$ cat config.mk
export PLATFORM = sky130hd
export DESIGN_NAME = async_tx
export DESIGN_NICKNAME = d
export VERILOG_FILES = /design/src/rtl/async_tx_pkg.sv /design/src/rtl/tx_holding.sv /design/src/rtl/tx_shifter.sv /design/src/rtl/async_tx.sv
export SDC_FILE = /design/constraint.sdc
export NUM_CORES = 1
export LEC_CHECK = 0
export CAP_MARGIN = 0
export CORE_ASPECT_RATIO = 0.6
export CORE_UTILIZATION = 50
export CTS_BUF_LIST = sky130_fd_sc_hd__clkbuf_4 sky130_fd_sc_hd__clkbuf_8
export CTS_CLUSTER_DIAMETER = 150
export DETAILED_ROUTE_END_ITERATION = 10
export GPL_TIMING_DRIVEN = 0
export MAX_ROUTING_LAYER = met4
export PLACE_DENSITY = 0.81
export SLEW_MARGIN = 10
export SYNTH_ARGS = -nofsm -noshare
export SYNTH_HDL_FRONTEND = slang
export SYNTH_SLANG_ARGS = --single-unit
export TNS_END_PERCENT = 30
$ cat constraint.sdc
create_clock -name clk -period 2.1 [get_ports clk]
set_clock_uncertainty 0.1 [all_clocks]
set_input_delay 0.42 -clock clk [delete_from_list [all_inputs] [get_ports clk]]
set_output_delay 0.42 -clock clk [all_outputs]
set_load 0.02 [all_outputs]
$ cat src/rtl/async_tx_pkg.sv
package async_tx_pkg;

    localparam int TICKS_PER_BIT = 16;
    localparam int SHORT_TICKS   = 14;
    localparam int MAX_DATA      = 9;
    localparam int BYTE_W        = 8;
    localparam int FRAME_W       = 1 + MAX_DATA + 1 + 2;
    localparam int CNT_W         = $clog2(TICKS_PER_BIT);
    localparam int LEN_W         = $clog2(FRAME_W + 1);

    typedef enum logic [1:0] {
        LEN8      = 2'b00,
        LEN7      = 2'b01,
        LEN9      = 2'b10,
        LEN9_LOOP = 2'b11
    } char_len_e;

    typedef enum logic [1:0] {
        PAR_ODD   = 2'b00,
        PAR_EVEN  = 2'b01,
        PAR_MARK  = 2'b10,
        PAR_SPACE = 2'b11
    } par_kind_e;

    typedef struct packed {
        char_len_e len;
        logic      par_en;
        logic      par_hi;
        logic      bit9_or_par_lo;
        logic      two_stop;
        logic      short_stop;
    } tx_cfg_t;

    typedef struct packed {
        logic [FRAME_W-1:0] bits;
        logic [LEN_W-1:0]   nbits;
        logic               short_last;
    } frame_t;

    function automatic frame_t build_frame(tx_cfg_t cfg, logic [BYTE_W-1:0] data);
        frame_t            f;
        logic [MAX_DATA-1:0] d;
        int                nd;
        logic              par_on;
        logic              x;
        logic              p;
        d      = {cfg.bit9_or_par_lo, data};
        nd     = (cfg.len == LEN7) ? 7 : (cfg.len[1] ? 9 : 8);
        par_on = cfg.par_en && !cfg.len[1];
        x      = ^(data & ((nd == 7) ? 8'h7F : 8'hFF));
        case (par_kind_e'({cfg.par_hi, cfg.bit9_or_par_lo}))
            PAR_ODD:  p = ~x;
            PAR_EVEN: p = x;
            PAR_MARK: p = 1'b1;
            default:  p = 1'b0;
        endcase
        f.bits    = '1;
        f.bits[0] = 1'b0;
        for (int i = 0; i < MAX_DATA; i++) begin
            if (i < nd) f.bits[1+i] = d[i];
        end
        if (par_on) f.bits[1+nd] = p;
        f.nbits      = LEN_W'(1 + nd + (par_on ? 1 : 0) + (cfg.two_stop ? 2 : 1));
        f.short_last = cfg.short_stop;
        return f;
    endfunction

endpackage

$ cat src/rtl/tx_holding.sv
module tx_holding
    import async_tx_pkg::*;
(
    input  logic              clk,
    input  logic              rst,
    input  logic              wr_en,
    input  logic [BYTE_W-1:0] wr_data,
    input  logic              load,
    output logic              buf_full,
    output logic [BYTE_W-1:0] buf_data
);

    always_ff @(posedge clk) begin
        if (rst) begin
            buf_full <= 1'b0;
            buf_data <= '0;
        end else if (wr_en) begin
            buf_full <= 1'b1;
            buf_data <= wr_data;
        end else if (load) begin
            buf_full <= 1'b0;
        end
    end

    // a transfer without a concurrent write empties the buffer
    p_empty_after_load_r1: assert property (@(posedge clk) disable iff (rst)
        (load && !wr_en) |=> !buf_full);

    // a write always leaves the buffer full, even in a transfer cycle
    p_write_wins_r10: assert property (@(posedge clk) disable iff (rst)
        wr_en |=> buf_full);

endmodule

$ cat src/rtl/tx_shifter.sv
module tx_shifter
    import async_tx_pkg::*;
(
    input  logic   clk,
    input  logic   rst,
    input  logic   tick,
    input  logic   buf_full,
    input  frame_t next_frame,
    output logic   load,
    output logic   active,
    output logic   line
);

    logic [FRAME_W-1:0] sh;
    logic [LEN_W-1:0]   bits_left;
    logic [CNT_W-1:0]   tick_cnt;
    logic               short_r;
    logic               last_bit;
    logic [CNT_W-1:0]   bit_end_cnt;
    logic               bit_done;
    logic               frame_end;

    always_comb begin
        last_bit    = (bits_left == LEN_W'(1));
        bit_end_cnt = (last_bit && short_r) ? CNT_W'(SHORT_TICKS - 1)
                                            : CNT_W'(TICKS_PER_BIT - 1);
        bit_done    = active && tick && (tick_cnt == bit_end_cnt);
        frame_end   = bit_done && last_bit;
        load        = buf_full && (!active || frame_end);
        line        = active ? sh[0] : 1'b1;
    end

    always_ff @(posedge clk) begin
        if (rst) begin
            sh        <= '1;
            bits_left <= '0;
            tick_cnt  <= '0;
            short_r   <= 1'b0;
            active    <= 1'b0;
        end else if (load) begin
            sh        <= next_frame.bits;
            bits_left <= next_frame.nbits;
            tick_cnt  <= '0;
            short_r   <= next_frame.short_last;
            active    <= 1'b1;
        end else if (bit_done) begin
            sh        <= {1'b1, sh[FRAME_W-1:1]};
            bits_left <= bits_left - LEN_W'(1);
            tick_cnt  <= '0;
            if (last_bit) active <= 1'b0;
        end else if (active && tick) begin
            tick_cnt  <= tick_cnt + CNT_W'(1);
        end
    end

    // every frame opens with a low start bit
    p_start_low_r2: assert property (@(posedge clk) disable iff (rst)
        $rose(active) |-> !line);

    // the busy flag only drops on a baud tick
    p_busy_ends_on_tick_r6: assert property (@(posedge clk) disable iff (rst)
        $fell(active) |-> $past(tick));

    // a shortened final stop bit never counts beyond its length
    p_short_bound_r8: assert property (@(posedge clk) disable iff (rst)
        (active && short_r && last_bit) |-> (tick_cnt <= CNT_W'(SHORT_TICKS - 1)));

    // a queued byte starts on the cycle after the previous frame ends
    p_back_to_back_r9: assert property (@(posedge clk) disable iff (rst)
        (frame_end && buf_full) |=> (active && !line));

endmodule

$ cat src/rtl/async_tx.sv
module async_tx
    import async_tx_pkg::*;
(
    input  logic       clk,
    input  logic       rst,
    input  logic       baud_tick,
    input  logic       wr_en,
    input  logic [7:0] wr_data,
    input  logic [1:0] cfg_len,
    input  logic       cfg_par_en,
    input  logic       cfg_par_hi,
    input  logic       cfg_bit9_par_lo,
    input  logic       cfg_two_stop,
    input  logic       cfg_short_stop,
    input  logic       irq_en,
    input  logic       rx_pin,
    output logic       txd,
    output logic       rx_to_rcvr,
    output logic       buf_empty,
    output logic       sending,
    output logic       tx_irq
);

    tx_cfg_t           cfg;
    frame_t            next_frame;
    logic              buf_full;
    logic [BYTE_W-1:0] buf_data;
    logic              load;
    logic              line;
    logic              loopback;

    always_comb begin
        cfg.len            = char_len_e'(cfg_len);
        cfg.par_en         = cfg_par_en;
        cfg.par_hi         = cfg_par_hi;
        cfg.bit9_or_par_lo = cfg_bit9_par_lo;
        cfg.two_stop       = cfg_two_stop;
        cfg.short_stop     = cfg_short_stop;
        next_frame         = build_frame(cfg, buf_data);
        loopback           = (cfg.len == LEN9_LOOP);
    end

    tx_holding u_hold (
        .clk      (clk),
        .rst      (rst),
        .wr_en    (wr_en),
        .wr_data  (wr_data),
        .load     (load),
        .buf_full (buf_full),
        .buf_data (buf_data)
    );

    tx_shifter u_shift (
        .clk        (clk),
        .rst        (rst),
        .tick       (baud_tick),
        .buf_full   (buf_full),
        .next_frame (next_frame),
        .load       (load),
        .active     (sending),
        .line       (line)
    );

    assign txd        = loopback ? 1'b1 : line;
    assign rx_to_rcvr = loopback ? line : rx_pin;
    assign buf_empty  = !buf_full;
    assign tx_irq     = irq_en && buf_empty;

    // while looped back, the pin stays idle during frames
    p_loop_pin_idle_r11: assert property (@(posedge clk) disable iff (rst)
        (loopback && sending) |-> txd);

    // no interrupt while a byte waits in the buffer
    p_no_irq_when_full_r12: assert property (@(posedge clk) disable iff (rst)
        (wr_en) |=> !tx_irq);

endmodule

==> results.py <==
metrics = {
    "synth": {
        "yosysTopAreaCell": "dfxtp_1",
        "yosysMostFrequentCell": "dfxtp_1",
        "synth-seq-cells": 32,
        "ys_top_cells_by_area": "dfxtp_1 (37%), nor2_1 (6.4%), mux2i_1 (5.8%)",
        "syn_inst": 192,
        "yosysSeqAreaShare_pct": 37.4,
        "synth_top_flop_cell": "dfxtp_1",
        "synth_common_cells": "dfxtp_1 (32), nor2_1 (29), nand2_1 (13)",
        "synth_area_per_cell_um2": 8.93,
        "yosysWarningCount": 0,
        "synth_edf_count": 0,
        "syn_nets": 218,
        "async_flop_share_pct": 0,
        "yosysTopAreaCellShare_pct": 37.4,
        "synth_cell_types": 44,
        "syn_area_um2": 1710,
    },
    "route": {
        "first_pass_iters": 4,
        "drtIter0Drc": 123,
        "via_count": 1462,
        "wire_per_inst_um": 14.1,
        "viasPerCell": 5.36,
        "routed_wl_mm": 3.86,
        "ant_nets": 0,
        "drc": 0,
    },
    "cts": {
        "cts.path.max_buffers": 2,
        "insertion_delay_ps": 290,
        "cts.clk_slew.worst_paths_ps": 70,
        "root_buffer": "clkbuf_8",
        "cts_tree": "built",
        "cts_num_sinks": 32,
        "cts-buffers-inserted": 5,
        "cts-htree-levels": 2,
    },
    "layout": {
        "diodes": 0,
        "fin_nets": 253,
        "synthToLayoutAreaGrowth_pct": 26.9,
        "fin_util_pct": 66.7,
        "instances_no_fill": 273,
        "drive_gt1_share_pct": 16.2,
    },
    "outcome": {
        "outcome": "finished clean",
    },
    "timing": {
        "worst_slack_ps": 76.5,
        "finalCriticalPeriod_ps": 2020,
        "setup_viol": 0,
        "slew_viol_final": 0,
        "whs_ps": 341,
        "grt_setup_unrepaired": "no",
        "period_share_pct": 96.4,
        "max_freq_mhz": 494,
        "finalHoldViolCount": 0,
        "worst_pin_slew_ps": 689,
        "slew_headroom_pct": 54.1,
    },
    "global_route": {
        "grt_max_degree": 11,
        "use_met2_pct": 31.2,
        "grt_pass1_vias": 1250,
        "grt_busiest_layer": "met1",
        "track_usage_pct": 23.6,
        "antenna_found_initial": 0,
        "grtUsageMet3_pct": 5.83,
        "met1_usage_pct": 33.2,
        "grt_pass1_wl_mm": 6.01,
        "grt-ovfl-total": 0,
    },
    "setup_path": {
        "cp_top_family": "simple AND/OR/NAND/NOR gates",
        "crit_buf_inv": 1,
        "cp_cell_sequence": "ha_4 -> nor4bb_4 -> xor2_2 -> and2_4 -> buf_8 -> or3_4 -> or2_1",
        "arrival_ps": 2110,
        "cp_data_required_time_ps": 2180,
        "cp-end-kind": "flip-flop",
        "slowest_delay_ps": 390,
        "cp_slowest_cell": "dfxtp_2",
        "worstSetupStartpointType": "flip-flop",
        "crit_fanout": 8,
        "path_class": "reg -> reg",
    },
    "floorplanning": {
        "die_h_um": 47.4,
        "io_pins": 26,
        "core-area_um2": 3260,
        "die_area_um2": 3670,
        "rows": 16,
        "initial_core_util_pct": 52.5,
        "die-width_um": 77.6,
    },
    "power_and_ir_drop": {
        "p_per_area_nw_per_um2": 650,
        "p_total_w": 0.00141,
        "power_leakage_nw": 0.913,
        "peakVddDrop_v": 0.000481,
    },
    "place": {
        "hpwl_mm": 2.81,
        "place_congestion": 0.892,
        "dp_slack_ps": -555,
        "io_buffers": 24,
        "placed_cells": 261,
    },
    "run": {
        "maxCapViolCount": 0,
    },
    "worst_hold_path": {
        "min_path_type": "reg -> reg",
    },
}
==> state kept, by name, summed over array words and instances, names as in the netlist <==
name	count
u_shift.sh	13
u_hold.buf_data	8
u_hold.buf_full	1
u_shift.short_r	1
u_shift.active	1
u_shift.bits_left	4
u_shift.tick_cnt	4
==> metrics by stage <==
stage | area, µm² | TNS, ps
6_report | 2180 | 0
5_1_grt | 2180 | 0
4_1_cts | 2120 | -8.40
3_5_place_dp | 2010 | -8430
3_3_place_gp | 2010 | -7810
2_1_floorplan | 1710 | 0
==> where the power goes <==
group / internal (W) / total [W] / switching, W
registers: 0.000640 / 0.000672 / 0.0000313
logic: 0.000126 / 0.000241 / 0.000115
clock network: 0.000261 / 0.000501 / 0.000240
==> what timing repair did <==
action | 4_1_cts | 5_1_grt
pin swaps | 3 | 2
setup endpoints to repair | 20 | 16
gates resized for setup | 12 | 11
setup buffers | 1 | 3
hold buffers | 0 | 0
==> final cells by class <==
cell class,instances,area (µm²)
fillers,279,1090
repair buffers,28,275
well taps,45,56.3
clock inverters,2,10.0
plain buffers,8,57.6
clock buffers,6,82.6
multi-input cells,141,1010
inverters,11,41.3
flip-flops and latches,32,643
==> cells by family after synthesis <==
group                    after synthesis  synth area share (%)
XOR/XNOR                              12                  8.17
AO/OA/AOI/OAI                         37                  14.7
multiplexers                          10                  5.84
adder cells (fa/ha/maj)                5                  4.53
flip-flops                            32                  37.4
AND/OR/NAND/NOR                       77                  24.0
buffers and inverters                 19                  5.40
==> routing by layer <==
metal | vias up | wire (µm)
met5 | - | 0
met4 | 0 | 66
met3 | 8 | 228
met2 | 49 | 1530
met1 | 665 | 2040
li1 | 740 | -
==> cells in the final DEF (no fill, tap or decap), types with 3 or more instances in the layout <==
master	instances
buf_4	4
dlymetal6s2s_1	3
xnor2_1	5
clkdlybuf4s50_1	17
xor2_1	4
clkbuf_8	6
clkbuf_1	3
and3_2	3
o21ai_0	8
nor2_1	27
inv_1	10
mux2i_1	10
dlygate4sd2_1	3
nor2b_1	3
nor3_1	4
nand2_1	13
dfxtp_1	30
and3_1	6
a211oi_1	10
nand3_1	7
a21oi_1	7
==> worst paths after layout <==
path | slack [ps] | start | endpoint | depth (start not counted)
max | 80 | u_shift.bits_left[0]$_SDFFE_PP0P_ | u_shift.sh[12]$_SDFFE_PP1P_ | 7
max reg2reg | 80 | u_shift.bits_left[0]$_SDFFE_PP0P_ | u_shift.sh[12]$_SDFFE_PP1P_ | 7
min | 340 | u_shift.sh[12]$_SDFFE_PP1P_ | u_shift.sh[12]$_SDFFE_PP1P_ | 1
min reg2reg | 340 | u_shift.sh[12]$_SDFFE_PP1P_ | u_shift.sh[12]$_SDFFE_PP1P_ | 1
No activity file was read; power rests on OpenSTA's default activity.
